===== src/rtl/feed_pkg.sv =====
package feed_pkg;
  localparam logic [7:0] A_STAT    = 8'h00;
  localparam logic [7:0] A_ENSET   = 8'h04;
  localparam logic [7:0] A_ENCLR   = 8'h08;
  localparam logic [7:0] A_PEND    = 8'h0C;
  localparam logic [7:0] A_FSTAT   = 8'h10;
  localparam logic [7:0] A_FCTL    = 8'h14;
  localparam logic [7:0] A_RX_ADDR = 8'h20;
  localparam logic [7:0] A_RX_LEN  = 8'h24;
  localparam logic [7:0] A_RX_CTL  = 8'h28;
  localparam logic [7:0] A_TX_ADDR = 8'h30;
  localparam logic [7:0] A_TX_LEN  = 8'h34;
  localparam logic [7:0] A_TX_CTL  = 8'h38;

  localparam int NSRC = 4;

  function automatic logic [31:0] swap32(input logic [31:0] w, input logic en);
    return en ? {w[7:0], w[15:8], w[23:16], w[31:24]} : w;
  endfunction
endpackage


===== src/rtl/feed_fifo.sv =====
module feed_fifo #(
  parameter int DW    = 32,
  parameter int DEPTH = 4
) (
  input  logic          clk,
  input  logic          rst_n,
  input  logic          flush,
  input  logic          push,
  input  logic [DW-1:0] pdata,
  input  logic          pop,
  output logic [DW-1:0] head,
  output logic          full,
  output logic          empty
);
  localparam int PW = $clog2(DEPTH);

  logic [DW-1:0] store [DEPTH];
  logic [PW-1:0] wptr, rptr;
  logic [PW:0]   cnt;

  always_ff @(posedge clk) begin
    if (!rst_n || flush) begin
      wptr <= '0;
      rptr <= '0;
      cnt  <= '0;
    end else begin
      if (push) wptr <= wptr + 1'b1;
      if (pop)  rptr <= rptr + 1'b1;
      case ({push, pop})
        2'b10:   cnt <= cnt + 1'b1;
        2'b01:   cnt <= cnt - 1'b1;
        default: cnt <= cnt;
      endcase
    end
  end

  always_ff @(posedge clk) begin
    if (push) store[wptr] <= pdata;
  end

  assign head  = store[rptr];
  assign full  = (cnt == (PW+1)'(DEPTH));
  assign empty = (cnt == '0);


  no_overflow_chk: assert property (@(posedge clk) disable iff (!rst_n)
    push |-> !full);

  no_underflow_chk: assert property (@(posedge clk) disable iff (!rst_n)
    pop |-> !empty);
endmodule


===== src/rtl/feed_dma_chan.sv =====
module feed_dma_chan #(
  parameter int AW    = 32,
  parameter int LEN_W = 20
) (
  input  logic             clk,
  input  logic             rst_n,
  input  logic             start,
  input  logic [AW-1:0]    start_addr,
  input  logic [LEN_W-1:0] start_len,
  input  logic             fifo_ok,
  input  logic             mem_ready,
  output logic             busy,
  output logic             req_valid,
  output logic [AW-1:0]    req_addr,
  output logic             beat,
  output logic             done
);
  localparam int CNT_W = LEN_W - 2;

  logic [CNT_W-1:0] remain;
  logic [AW-1:0]    addr_q;
  logic             busy_q;

  assign busy      = busy_q;
  assign req_valid = busy_q && fifo_ok;
  assign req_addr  = addr_q;
  assign beat      = req_valid && mem_ready;
  assign done      = beat && (remain == CNT_W'(1));

  always_ff @(posedge clk) begin
    if (!rst_n) begin
      busy_q <= 1'b0;
      addr_q <= '0;
      remain <= '0;
    end else if (start && !busy_q) begin
      busy_q <= 1'b1;
      addr_q <= start_addr;
      remain <= start_len[LEN_W-1:2];
    end else if (beat) begin
      addr_q <= addr_q + AW'(4);
      remain <= remain - 1'b1;
      if (done) busy_q <= 1'b0;
    end
  end


  start_busy_chk: assert property (@(posedge clk) disable iff (!rst_n)
    (start && !busy_q) |=> (busy_q && req_addr == $past(start_addr)));

  addr_step_chk: assert property (@(posedge clk) disable iff (!rst_n)
    (beat && !done) |=> (req_addr == $past(req_addr) + AW'(4)));

  addr_hold_chk: assert property (@(posedge clk) disable iff (!rst_n)
    (req_valid && !mem_ready) |=> $stable(req_addr));

  done_idle_chk: assert property (@(posedge clk) disable iff (!rst_n)
    done |=> !busy_q);
endmodule


===== src/rtl/feed_irq.sv =====
module feed_irq #(
  parameter int NSRC = 4
) (
  input  logic            clk,
  input  logic            rst_n,
  input  logic [NSRC-1:0] ev,
  input  logic            en_set,
  input  logic            en_clr,
  input  logic            pend_clr,
  input  logic [NSRC-1:0] wmask,
  output logic [NSRC-1:0] raw,
  output logic [NSRC-1:0] mask,
  output logic [NSRC-1:0] pend,
  output logic            irq
);
  logic [NSRC-1:0] clr_bits;

  assign clr_bits = pend_clr ? wmask : '0;

  for (genvar i = 0; i < NSRC; i++) begin : g_src
    always_ff @(posedge clk) begin
      if (!rst_n) begin
        raw[i]  <= 1'b0;
        mask[i] <= 1'b0;
      end else begin
        raw[i] <= ev[i] | (raw[i] & ~clr_bits[i]);
        if (en_set && wmask[i])      mask[i] <= 1'b1;
        else if (en_clr && wmask[i]) mask[i] <= 1'b0;
      end
    end
  end

  assign pend = raw & mask;
  assign irq  = |pend;


  ev_wins_chk: assert property (@(posedge clk) disable iff (!rst_n)
    (|ev) |=> ((raw & $past(ev)) == $past(ev)));

  clr_done_chk: assert property (@(posedge clk) disable iff (!rst_n)
    (pend_clr && !(|ev)) |=> ((raw & $past(wmask)) == '0));

  mask_set_chk: assert property (@(posedge clk) disable iff (!rst_n)
    en_set |=> ((mask & $past(wmask)) == $past(wmask)));

  mask_clr_chk: assert property (@(posedge clk) disable iff (!rst_n)
    en_clr |=> ((mask & $past(wmask)) == '0));
endmodule


===== src/rtl/cipher_feed_ctrl.sv =====
module cipher_feed_ctrl
  import feed_pkg::*;
#(
  parameter int AW         = 32,
  parameter int LEN_W      = 20,
  parameter int FIFO_DEPTH = 4
) (
  input  logic          clk,
  input  logic          rst_n,
  input  logic          bus_wr,
  input  logic [7:0]    bus_addr,
  input  logic [31:0]   bus_wdata,
  output logic [31:0]   bus_rdata,
  output logic          rd_valid,
  input  logic          rd_ready,
  output logic [AW-1:0] rd_addr,
  input  logic [31:0]   rd_data,
  output logic          wr_valid,
  input  logic          wr_ready,
  output logic [AW-1:0] wr_addr,
  output logic [31:0]   wr_data,
  output logic          cin_valid,
  input  logic          cin_ready,
  output logic [31:0]   cin_data,
  input  logic          cout_valid,
  output logic          cout_ready,
  input  logic [31:0]   cout_data,
  output logic          irq,
  output logic          len_err
);
  // register file
  logic [AW-1:0] rx_addr_q, tx_addr_q;
  logic [31:0]   rx_len_q, tx_len_q;
  logic          rx_swap_q, tx_swap_q;
  logic [2:0]    fctl_q;
  logic          len_err_q;

  logic wr_rx_len, wr_tx_len, len_ok;
  logic rx_flush, tx_flush;

  function automatic logic length_valid(input logic [31:0] v);
    return ((v >> LEN_W) == 32'd0) && (v[3:0] == 4'd0) && (v != 32'd0);
  endfunction

  assign len_ok    = length_valid(bus_wdata);
  assign wr_rx_len = bus_wr && (bus_addr == A_RX_LEN);
  assign wr_tx_len = bus_wr && (bus_addr == A_TX_LEN);
  assign rx_flush  = bus_wr && (bus_addr == A_RX_CTL) && bus_wdata[0];
  assign tx_flush  = bus_wr && (bus_addr == A_TX_CTL) && bus_wdata[0];

  always_ff @(posedge clk) begin
    if (!rst_n) begin
      rx_addr_q <= '0;
      tx_addr_q <= '0;
      rx_len_q  <= '0;
      tx_len_q  <= '0;
      rx_swap_q <= 1'b0;
      tx_swap_q <= 1'b0;
      fctl_q    <= '0;
      len_err_q <= 1'b0;
    end else begin
      len_err_q <= (wr_rx_len || wr_tx_len) && !len_ok;
      if (bus_wr) begin
        case (bus_addr)
          A_RX_ADDR: rx_addr_q <= bus_wdata[AW-1:0];
          A_TX_ADDR: tx_addr_q <= bus_wdata[AW-1:0];
          A_RX_LEN:  rx_len_q  <= bus_wdata;
          A_TX_LEN:  tx_len_q  <= bus_wdata;
          A_RX_CTL:  rx_swap_q <= bus_wdata[1];
          A_TX_CTL:  tx_swap_q <= bus_wdata[1];
          A_FCTL:    fctl_q    <= bus_wdata[2:0];
          default: ;
        endcase
      end
    end
  end
  assign len_err = len_err_q;

  // FIFOs on each side of the cipher
  logic        rx_full, rx_empty, tx_full, tx_empty;
  logic [31:0] rx_head, tx_head;
  logic        rx_beat, tx_beat, rx_done, tx_done, rx_busy, tx_busy;

  feed_fifo #(.DW(32), .DEPTH(FIFO_DEPTH)) u_rx_fifo (
    .clk   (clk),
    .rst_n (rst_n),
    .flush (rx_flush),
    .push  (rx_beat),
    .pdata (swap32(rd_data, rx_swap_q)),
    .pop   (cin_valid && cin_ready),
    .head  (rx_head),
    .full  (rx_full),
    .empty (rx_empty)
  );

  feed_fifo #(.DW(32), .DEPTH(FIFO_DEPTH)) u_tx_fifo (
    .clk   (clk),
    .rst_n (rst_n),
    .flush (tx_flush),
    .push  (cout_valid && cout_ready),
    .pdata (cout_data),
    .pop   (tx_beat),
    .head  (tx_head),
    .full  (tx_full),
    .empty (tx_empty)
  );

  assign cin_valid  = !rx_empty;
  assign cin_data   = rx_head;
  assign cout_ready = !tx_full;
  assign wr_data    = swap32(tx_head, tx_swap_q);

  // DMA channels
  feed_dma_chan #(.AW(AW), .LEN_W(LEN_W)) u_rx_chan (
    .clk        (clk),
    .rst_n      (rst_n),
    .start      (wr_rx_len && len_ok),
    .start_addr (rx_addr_q),
    .start_len  (bus_wdata[LEN_W-1:0]),
    .fifo_ok    (!rx_full),
    .mem_ready  (rd_ready),
    .busy       (rx_busy),
    .req_valid  (rd_valid),
    .req_addr   (rd_addr),
    .beat       (rx_beat),
    .done       (rx_done)
  );

  feed_dma_chan #(.AW(AW), .LEN_W(LEN_W)) u_tx_chan (
    .clk        (clk),
    .rst_n      (rst_n),
    .start      (wr_tx_len && len_ok),
    .start_addr (tx_addr_q),
    .start_len  (bus_wdata[LEN_W-1:0]),
    .fifo_ok    (!tx_empty),
    .mem_ready  (wr_ready),
    .busy       (tx_busy),
    .req_valid  (wr_valid),
    .req_addr   (wr_addr),
    .beat       (tx_beat),
    .done       (tx_done)
  );

  // interrupt unit
  logic [NSRC-1:0] irq_raw, irq_mask, irq_pend;

  feed_irq #(.NSRC(NSRC)) u_irq (
    .clk      (clk),
    .rst_n    (rst_n),
    .ev       ({rx_done, tx_done, 2'b00}),
    .en_set   (bus_wr && (bus_addr == A_ENSET)),
    .en_clr   (bus_wr && (bus_addr == A_ENCLR)),
    .pend_clr (bus_wr && (bus_addr == A_PEND)),
    .wmask    (bus_wdata[NSRC-1:0]),
    .raw      (irq_raw),
    .mask     (irq_mask),
    .pend     (irq_pend),
    .irq      (irq)
  );

  // read mux
  always_comb begin
    case (bus_addr)
      A_STAT:    bus_rdata = 32'(irq_raw);
      A_ENSET,
      A_ENCLR:   bus_rdata = 32'(irq_mask);
      A_PEND:    bus_rdata = 32'(irq_pend);
      A_FSTAT:   bus_rdata = {24'd0, rx_full, rx_empty, tx_full, tx_empty, 4'b0101};
      A_FCTL:    bus_rdata = {29'd0, fctl_q};
      A_RX_ADDR: bus_rdata = 32'(rx_addr_q);
      A_RX_LEN:  bus_rdata = rx_len_q;
      A_RX_CTL:  bus_rdata = {30'd0, rx_swap_q, 1'b0};
      A_TX_ADDR: bus_rdata = 32'(tx_addr_q);
      A_TX_LEN:  bus_rdata = tx_len_q;
      A_TX_CTL:  bus_rdata = {30'd0, tx_swap_q, 1'b0};
      default:   bus_rdata = 32'd0;
    endcase
  end


  bad_len_chk: assert property (@(posedge clk) disable iff (!rst_n)
    (wr_rx_len && !len_ok && !rx_busy) |=> (len_err && !rx_busy));

  rx_stall_chk: assert property (@(posedge clk) disable iff (!rst_n)
    rx_full |-> !rd_valid);

  tx_data_chk: assert property (@(posedge clk) disable iff (!rst_n)
    wr_valid |-> !tx_empty);
endmodule


===== config.mk =====
export PLATFORM = sky130hd
export DESIGN_NAME = cipher_feed_ctrl
export DESIGN_NICKNAME = d
export VERILOG_FILES = /design/src/rtl/feed_pkg.sv /design/src/rtl/feed_fifo.sv /design/src/rtl/feed_dma_chan.sv /design/src/rtl/feed_irq.sv /design/src/rtl/cipher_feed_ctrl.sv
export SDC_FILE = /design/constraint.sdc
export NUM_CORES = 1
export LEC_CHECK = 0
export ABC_CLOCK_PERIOD_IN_PS = 7000
export BUFFER_PORTS_ARGS = -buffer_cell sky130_fd_sc_hd__buf_2
export CORE_UTILIZATION = 63
export DETAILED_ROUTE_END_ITERATION = 10
export PLACE_DENSITY = 0.92
export SLEW_MARGIN = 15
export SYNTH_ARGS = -nofsm -noshare
export SYNTH_HDL_FRONTEND = slang
export SYNTH_SLANG_ARGS = --single-unit

===== constraint.sdc =====
create_clock -name clk -period 7 [get_ports clk]
set_clock_uncertainty 0.15 [all_clocks]
set_input_delay 1.4 -clock clk [delete_from_list [all_inputs] [get_ports clk]]
set_output_delay 1.4 -clock clk [all_outputs]
set_load 0.1 [all_outputs]

* After elaboration in Yosys (flattened, before gate mapping)
Memory sizes are Yosys's and may differ from the RTL's. A register that Yosys moved wholly into a read port is not among the register bits.
Cells that the tools add are included.
** Storage, ports and cells
- Flip-flop bits (word level) :: 258
- Bits in writable memories :: 256
- Bits of input ports :: 111
- Memories kept :: 2
** Memory list
- u_rx_fifo.store :: depth 4, bits a word 32, rd ports 1, clocked after memory_dff 1, write ports 1, RTL line feed_fifo.sv:17 : logic [DW-1:0] store [DEPTH];
- u_tx_fifo.store :: depth 4, bits a word 32, rd ports 1, clocked after memory_dff 1, write ports 1, RTL line feed_fifo.sv:17
** Cells by class
- Add/subtract/negate cells :: 12
- Equal/unequal tests :: 19
- Muxes and demuxes :: 36
- Bitwise gates (word level) :: 11
- Reductions and logical operators :: 70
** Operators with widths (count)
- 32-bit case mux with 11 select lines :: 1
- 32-bit two-way mux :: 6
- 18-bit two-way mux :: 4
- 32-bit by 3-bit adder with 32-bit output (second input constant) :: 2
- 8-bit by 6-bit == test with 1-bit output (second input constant) :: 6
- 18-bit by 1-bit == test with 1-bit output (second input constant) :: 2
- 18-bit by 1-bit subtractor with 18-bit output (second input constant) :: 2
- 1-bit logical AND :: 32
- 32-bit zero test :: 1
- 32-bit nonzero test :: 1
- 2-bit nonzero test :: 10
- 1-bit two-way mux :: 18
- 2-bit AND reduction :: 9
- 8-bit by 4-bit == test with 1-bit output (second input constant) :: 2
- 8-bit by 5-bit == test with 1-bit output (second input constant) :: 2
- 3-bit case mux with 2 select lines :: 2
- 2-bit by 1-bit adder with 2-bit output (second input constant) :: 4
- 8-bit by 3-bit == test with 1-bit output (second input constant) :: 1
- 1-bit zero test :: 8
- 8-bit zero test :: 1
- 2-bit two-way mux :: 4
- 3-bit by 1-bit adder with 3-bit output (second input constant) :: 2
- 3-bit == test (second input constant) :: 2
- 3-bit zero test :: 2
- other kinds (12) :: 24

* Logic depth before layout (Yosys ltp)
Gate-level depths: netlist of the first run.
- Depth after elaboration :: 8
- Depth in mapped cells :: 12

* Modules after synthesis
A second synthesis of the first run with hierarchy kept.
** Second synthesis, totals
- Cell total of the unflattened synthesis :: 2066
- Area, all modules :: 23797.8 um^2
** By module, submodules not included
- feed_fifo :: times used 2, cells an instance 215, area each 5098.6 um^2, sequential area each 4023.9 um^2
- cipher_feed_ctrl :: times used 1, cells an instance 894, area each 7643.6 um^2, sequential area each 2682.6 um^2
- feed_dma_chan :: times used 2, cells an instance 352, area each 2808.9 um^2, sequential area each 1021.0 um^2
- feed_irq :: times used 1, cells an instance 38, area each 339.1 um^2, sequential area each 160.2 um^2

* Worst setup path before layout of the first run
Ideal clock, no wire load.
- Path kind :: input-to-output
- From :: input bus_addr[3]
- To :: output bus_rdata[2]
- Data arrival time :: 4.533 ns
- Slack :: 0.917 ns
- Cell stages on the path :: 6
- Cell sequence :: buf_2 or4_1 clkbuf_1 nor2_1 a21oi_1 o21ai_0
** Between the ends
- Word-level cells in the longest chain between the ends :: 3
- Elaborated cells on any way between the ends :: 14
- Those cells by class :: eq/ne: 11; mux: 1; reduce/logical: 2
** Ends and longest elaborated chain
- from (decl) :: RTL line cipher_feed_ctrl.sv:11 : input logic [7:0] bus_addr,
- 8-bit by 3-bit == test with 1-bit output / 8-bit by 4-bit == test with 1-bit output (equally long branches) :: RTL line cipher_feed_ctrl.sv:163 : case (bus_addr)
- 2-bit OR reduction :: RTL line cipher_feed_ctrl.sv:163
- 32-bit case mux with 11 select lines * :: RTL line cipher_feed_ctrl.sv:163
- to (decl) :: RTL line cipher_feed_ctrl.sv:13 : output logic [31:0] bus_rdata,
Every way passes the cells marked *; elsewhere a longest branch is shown, timed or not.

* Final worst setup path of the first run
- From :: input bus_addr[4]
- To :: output bus_rdata[2]
Same word-level chain as after synthesis.

==> run_results.csv, run 1 <==
group,metric,value,unit
global_routing,antenna_found_initial,9,
sta,setup_slack,1.580,ns
clock_tree,htree_levels,2,
worst_setup_path,endpoint,"bus_rdata[2]",
worst_setup_path,cp_common_cell,"buf_2",
logic_synthesis,syn-num-nets,2166,
clock_tree,cts_buffers,51,
logic_synthesis,netlist_instances,2037,
sta,min_period_over_period,77.42,%
sta,post-route-min-period,5.420,ns
sta,setup_viol,0,
cells_and_area,drive_gt1_share,23.94,%
global_routing,grt_pass1_vias,17736,
worst_setup_path,cp_cell_sequence,"buf_2 > or4b_1 > nor2_2 > buf_4 > a222oi_1 > and3_1 > o21ai_0 > buf_2",
worst_setup_path,r2r-end,"u_rx_fifo.cnt[2]",
detailed_routing,ant_nets,0,
worst_setup_path,max_stage_delay,0.73,ns
sta,max_freq,0.1845,GHz
floorplanning,die_h,191.1,µm
sta,rsz0062_at_grt,"no",
logic_synthesis,synth_edf_count,256,
clock_tree,clockBufferDepth,3,
logic_synthesis,ys_seq_area_share,57.39,%
clock_tree,postCtsSetupBuffers,0,
floorplanning,die_x,191.1,µm
power,finalPower,6.471,mW
cells_and_area,layout_commonest_cell,"nand2_1",
worst_setup_path,rrSetupSlack,3.38,ns
worst_setup_path,worstPathRequired,5.45,ns
global_routing,grtUsageMet1,47.26,%
sta,finalHoldViolCount,0,
floorplanning,rows,68,
cells_and_area,nNetsFinal,2394,
floorplanning,dieArea,36530,µm²
detailed_routing,drc,0,
global_routing,grt_first_pass_wirelength,101800,µm
cells_and_area,fin_util,74.68,%
worst_hold_path,hold_class,"reg2reg",
power,vdd_drop_max,0.0002612,V
clock_tree,clock_sinks,518,
worst_setup_path,critPathCaptureType,"output port",
worst_setup_path,cp-startpoint,"bus_addr[4]",
worst_setup_path,reg2reg_depth,10,
run_status,status,"completed",
cells_and_area,final_cell_mix,"nand2_1 (372), buf_2 (276), dfxtp_1 (260), edfxtp_1 (256), a21oi_1 (217)",
logic_synthesis,ys_top_cells_by_area,"edfxtp_1 (34%), dfxtp_1 (23%), mux4_2 (6.4%)",
clock_tree,insertion_delay,0.58,ns
power,leakagePower,9.068,nW
worst_setup_path,criticalPathCategory,"in2out",
logic_synthesis,synth_top_area_share,34.11,%
detailed_routing,wl_per_cell,24.42,µm
cells_and_area,syn_to_final_growth,15.60,%
detailed_routing,totalWireLength,67530,µm
placed_design,dp.cells,2667,
worst_setup_path,start_kind,"primary input",
global_routing,grt_max_degree,128,
cells_and_area,finalNonFillerCells,2766,
sta,drv_slew,0,
placed_design,io_buffers,276,
sta,max_slew_margin,19.07,%
sta,final.setup.tns,0,ns
logic_synthesis,synth.avg_cell_area,11.06,µm²
logic_synthesis,synth_warnings,0,
placed_design,gp_congestion,0.9516,
logic_synthesis,synth-seq-cells,518,
power,pwr_density_cell,248.4,nW/µm²
global_routing,grtUsageMet3,8.500,%
worst_setup_path,worstPathArrival,3.87,ns
clock_tree,clk_pin_slew,0.06,ns
worst_hold_path,holdPathStages,2,
worst_setup_path,cp_slowest_cell,"or4b_1",
global_routing,grt_overflow,0,
floorplanning,io-pin-count,277,
detailed_routing,vias,18698,
global_routing,gr-usage-met2,58.79,%
logic_synthesis,postSynth.asyncResetShare,0,%
clock_tree,cts_resized,0,
logic_synthesis,synth_top_flop_cell,"dfxtp_1",
global_routing,grtUsageTotal,36.47,%
detailed_routing,drt-initial-drc-count,2272,
logic_synthesis,synth_area,22530,µm²
clock_tree,cts_root_buf,"clkbuf_16",
global_routing,grt.busiest_layer,"met2",
worst_setup_path,cp_max_fo,31,
placed_design,hpwl,44270,µm
run,cap_violations,0,
detailed_routing,routed_via_density,6.760,
floorplanning,start_util,64.60,%
logic_synthesis,yosysTopAreaCell,"edfxtp_1",
clock_tree,ctsHoldBuffers,0,
logic_synthesis,yosysUniqueCellTypes,78,
worst_setup_path,r2r-start,"u_rx_chan.busy",
sta,tightest_slew,1.210,ns
detailed_routing,drtPass1Iterations,8,
placed_design,place_ws,1.614,ns
clock_tree,cts_tree,"yes",
floorplanning,coreArea,34880,µm²
[routing by layer]
metal | share of wire, % | vias to the layer above
li1 | - | 8101
met1 | 36 | 8963
met2 | 47 | 1401
met3 | 12 | 223
met4 | 4.4 | 10
met5 | 0.090 | -
[power breakdown]
part           total, mW  switching [mW]  internal [mW]  leakage (nW)
clock               2.89            1.17           1.73         0.879
sequential          3.23          0.0154           3.22          4.44
combinational      0.343           0.263         0.0798          3.75
[critical path: cells and delay by family]
kind,cells,cell delay [ns]
AND/OR/NAND/NOR,3,1.12
AO/OA/AOI/OAI,2,0.35
buffers and inverters,3,1.00
[sequential cells by signal, summed over array words and instances, names as in the netlist, named ones only]
name / cells
u_tx_fifo.store: 128
len_err: 1
u_tx_fifo.wptr: 2
u_irq.raw: 4
tx_addr_q: 32
u_rx_chan.remain: 18
u_irq.mask: 4
tx_swap_q: 1
u_tx_fifo.rptr: 2
u_rx_fifo.rptr: 2
u_tx_chan.remain: 18
u_tx_fifo.cnt: 3
u_rx_fifo.cnt: 3
rx_swap_q: 1
u_tx_chan.busy: 1
rx_addr_q: 32
rx_len_q: 32
u_rx_chan.req_addr: 32
tx_len_q: 32
u_rx_chan.busy: 1
u_rx_fifo.store: 128
u_tx_chan.req_addr: 32
u_rx_fifo.wptr: 2
fctl_q: 3
[Yosys cell counts, drive strengths merged (9+ instances only)]
cell type / count
nand2: 373
dfxtp: 262
edfxtp: 256
a21oi: 217
clkbuf: 107
nand3: 95
nor2: 76
mux2: 70
a22oi: 64
mux4: 64
nand4: 40
inv: 36
nor3: 30
a31oi: 25
and3: 25
buf: 25
o211ai: 25
or3: 24
nor4: 22
a2bb2oi: 18
ha: 16
o21ai: 13
and4: 10
mux2i: 9
or4: 9
xnor2: 9
[through the flow]
| stage | hold slack, ns | instance area, µm² |
|---|---|---|
| after global placement | 0.2919 | 24250 |
| after floorplan | 0.2806 | 22530 |
| after detailed placement | 0.2972 | 24250 |
| after global routing | 0.3199 | 26040 |
| after CTS | 0.3053 | 26040 |
| final | 0.3082 | 26050 |
[kinds of logic after synthesis]
family | count (synthesis) | synth area share, %
adder cells (fa/ha/maj) | 18 | 1.066
AND/OR/NAND/NOR | 743 | 15.52
XOR/XNOR | 17 | 0.6608
AO/OA/AOI/OAI | 430 | 12.12
flip-flops | 518 | 57.39
multiplexers | 143 | 10.29
buffers and inverters | 168 | 2.954
[how the worst min path moves through the flow]
stage                 startpoint      endpoint  slack [ns]
floorplan           u_irq.raw[0]  u_irq.raw[0]        0.28
global placement    rx_len_q[18]  rx_len_q[18]        0.29
detailed placement  rx_len_q[27]  rx_len_q[27]        0.30
CTS                 rx_len_q[27]  rx_len_q[27]        0.31
global route         rx_len_q[3]   rx_len_q[3]        0.32
finish               tx_len_q[5]   tx_len_q[5]        0.31
[final cells by class]
| class | count | area [µm²] |
|---|---|---|
| Sequential cell | 518 | 12930 |
| Fill cell | 2237 | 8833 |
| Inverter | 36 | 140.1 |
| Multi-Input combinational cell | 1351 | 8986 |
| Tap cell | 455 | 569.3 |
| Timing Repair Buffer | 307 | 1627 |
| Clock buffer | 62 | 1410 |
| Antenna cell | 5 | 12.51 |
| Clock inverter | 32 | 370.4 |
Power figures use the tool's default switching activity.
==> run 2, diff against run 1 <==
--- a/config.mk
+++ b/config.mk
@@ -5,11 +5,11 @@
 export SDC_FILE = /design/constraint.sdc
 export NUM_CORES = 1
 export LEC_CHECK = 0
-export ABC_CLOCK_PERIOD_IN_PS = 7000
+export ABC_CLOCK_PERIOD_IN_PS = 5540
 export BUFFER_PORTS_ARGS = -buffer_cell sky130_fd_sc_hd__buf_2
-export CORE_UTILIZATION = 63
+export CORE_UTILIZATION = 58
 export DETAILED_ROUTE_END_ITERATION = 10
-export PLACE_DENSITY = 0.92
+export PLACE_DENSITY = 0.86
 export SLEW_MARGIN = 15
 export SYNTH_ARGS = -nofsm -noshare
 export SYNTH_HDL_FRONTEND = slang
==> constraint.sdc (replaced) <==
create_clock -name clk -period 5.54 [get_ports clk]
set_clock_uncertainty 0.15 [all_clocks]
set_input_delay 1.108 -clock clk [delete_from_list [all_inputs] [get_ports clk]]
set_output_delay 1.108 -clock clk [all_outputs]
set_load 0.1 [all_outputs]
==> run_results.csv, run 2 (synthesized netlist as in run 1, its figures left out) <==
group,metric,value,unit
run_status,status,"completed",
worst_hold_path,holdCritStartpoint,"rx_len_q[12]",
worst_setup_path,critPathBufInv,3,
global_routing,grt_max_degree,88,
clock_tree,clockBufferDepth,3,
detailed_routing,routed_via_density,6.470,
cells_and_area,largest_registers,"u_rx_fifo.store (128), u_tx_fifo.store (128)",
sta,max_slew_margin,21.96,%
cells_and_area,layout_commonest_cell,"nand2_1",
power,p_comb_share,5.2,%
cells_and_area,nNetsFinal,2404,
clock_tree,htree_levels,2,
cells_and_area,nFillCells,2730,
floorplanning,dieArea,39640,µm²
sta,finalHoldViolCount,0,
worst_setup_path,critPathCaptureType,"output port",
clock_tree,cts_buffers,52,
worst_setup_path,cp_common_cell,"buf_2",
global_routing,grtUsageTotal,33.35,%
power,sw_frac_of_total,22.38,%
cells_and_area,multiInputGateArea,8986,µm²
sta,rsz0062_at_grt,"no",
detailed_routing,vias,18343,
worst_setup_path,max_stage_delay,0.73,ns
sta,max_freq,0.2109,GHz
worst_hold_path,holdPathStages,2,
global_routing,grt_overflow,0,
detailed_routing,wl_per_cell,23.53,µm
power,pwr_density_cell,310.5,nW/µm²
worst_setup_path,cp_max_fo,30,
cells_and_area,seq_area,12930,µm²
worst_setup_path,rrSetupSlack,2.45,ns
worst_setup_path,reg2reg_depth,10,
worst_setup_path,worstPathArrival,3.48,ns
clock_tree,insertion_delay,0.59,ns
clock_tree,clk_pin_slew,0.06,ns
power,intPower,6.299,mW
placed_design,gp_congestion,0.9510,
global_routing,grt_first_pass_wirelength,99770,µm
worst_hold_path,hold_end,"rx_len_q[12]",
cells_and_area,syn_to_final_growth,15.99,%
worst_setup_path,cp_slowest_cell,"or4b_1",
sta,final.setup.tns,0,ns
sta,drv_slew,0,
detailed_routing,drt-initial-drc-count,2048,
clock_tree,ctsHoldBuffers,0,
detailed_routing,drtPass1Iterations,8,
worst_setup_path,cp_cell_sequence,"buf_2 > or4b_1 > nor2_2 > buf_4 > a22oi_1 > o21ai_0 > a221o_1 > buf_2",
worst_setup_path,criticalPathCategory,"in2out",
global_routing,grt_pass1_vias,17261,
floorplanning,start_util,59.41,%
worst_setup_path,r2r-end,"u_rx_fifo.cnt[2]",
placed_design,io_buffers,276,
sta,tightest_slew,1.169,ns
worst_hold_path,hold_class,"reg2reg",
cells_and_area,drive_gt1_share,23.71,%
clock_tree,cts_resized,0,
placed_design,hpwl,44240,µm
detailed_routing,drc,0,
run,cap_violations,0,
sta,min_period_over_period,85.59,%
clock_tree,cts_tree,"yes",
floorplanning,die_x,199.1,µm
global_routing,antenna_found_initial,12,
floorplanning,io-pin-count,277,
floorplanning,die_h,199.1,µm
floorplanning,coreArea,37930,µm²
cells_and_area,final_cell_mix,"nand2_1 (373), buf_2 (276), dfxtp_1 (260), edfxtp_1 (256), a21oi_1 (217)",
power,finalPower,8.114,mW
power,vdd_drop_max,0.0003360,V
floorplanning,rows,71,
sta,setup_viol,0,
detailed_routing,totalWireLength,66700,µm
power,p_sw,1.816,mW
power,p_clk_share,44.5,%
worst_setup_path,start_kind,"primary input",
clock_tree,postCtsSetupBuffers,0,
detailed_routing,ant_nets,0,
worst_setup_path,critPathTopFamily,"buffers and inverters",
clock_tree,clock_sinks,518,
worst_setup_path,r2r-start,"u_rx_fifo.cnt[2]",
sta,post-route-min-period,4.742,ns
clock_tree,cts_root_buf,"clkbuf_16",
worst_setup_path,worstPathRequired,4.28,ns
power,leakagePower,9.067,nW
power,p_seq_share,50.3,%
-- run 2: how the worst max path moves through the flow --
stage / cells past startpoint / endpoint / slack [ns] / from
3_5_place_dp: 8 / bus_rdata[6] / 0.84 / bus_addr[3]
4_1_cts: 8 / bus_rdata[6] / 0.83 / bus_addr[3]
3_3_place_gp: 8 / bus_rdata[6] / 0.87 / bus_addr[3]
5_1_grt: 8 / bus_rdata[6] / 0.69 / bus_addr[3]
2_1_floorplan: 6 / bus_rdata[2] / 0.04 / bus_addr[3]
6_report: 8 / bus_rdata[6] / 0.80 / bus_addr[3]
-- run 2: metal layers --
metal / share of wire, % / global-route usage [%]
met4: 3.6 / 13.53
met5: 0.060 / 0
met2: 47 / 53.39
met1: 38 / 44.18
met3: 11 / 7.241
-- run 2: area by class of cell --
| class | instances | share of cell area (%) |
|---|---|---|
| Sequential cell | 518 | 49.49 |
| Multi-Input combinational cell | 1351 | 34.38 |
| Timing Repair Buffer | 316 | 6.434 |
| Clock buffer | 68 | 5.448 |
| Tap cell | 511 | 2.446 |
| Clock inverter | 26 | 1.178 |
| Inverter | 36 | 0.5362 |
| Antenna cell | 9 | 0.08617 |
-- run 2: tightest hold or removal path, stage by stage (launching register included) --
cell and delay, ns:
dfxtp_1 0.31, nand2_1 0.05, a21oi_1 0.05
-- run 2: metrics by stage --
stage / util, % / setup WS, ns / hold WS, ns / area (µm²) / cells
after global placement: 64.27 / 0.8716 / 0.2911 / 24380 / 2732
after detailed placement: 64.27 / 0.8429 / 0.2991 / 24380 / 2732
after CTS: 68.84 / 0.8332 / 0.3069 / 26110 / 2826
final: 68.90 / 0.7982 / 0.3070 / 26140 / 2835
after floorplan: - / 0.04145 / 0.2806 / 22530 / 2037
after global routing: 68.86 / 0.6887 / 0.3237 / 26120 / 2829
-- run 2: power groups by stage --
stage	clock network [mW]	registers (mW)	logic, mW
finish	3.61	4.08	0.424
global route	3.78	4.08	0.439
CTS	3.63	4.08	0.419
detailed placement	0	4.17	0.415
global placement	0	4.16	0.403
floorplan	0	4.16	0.270
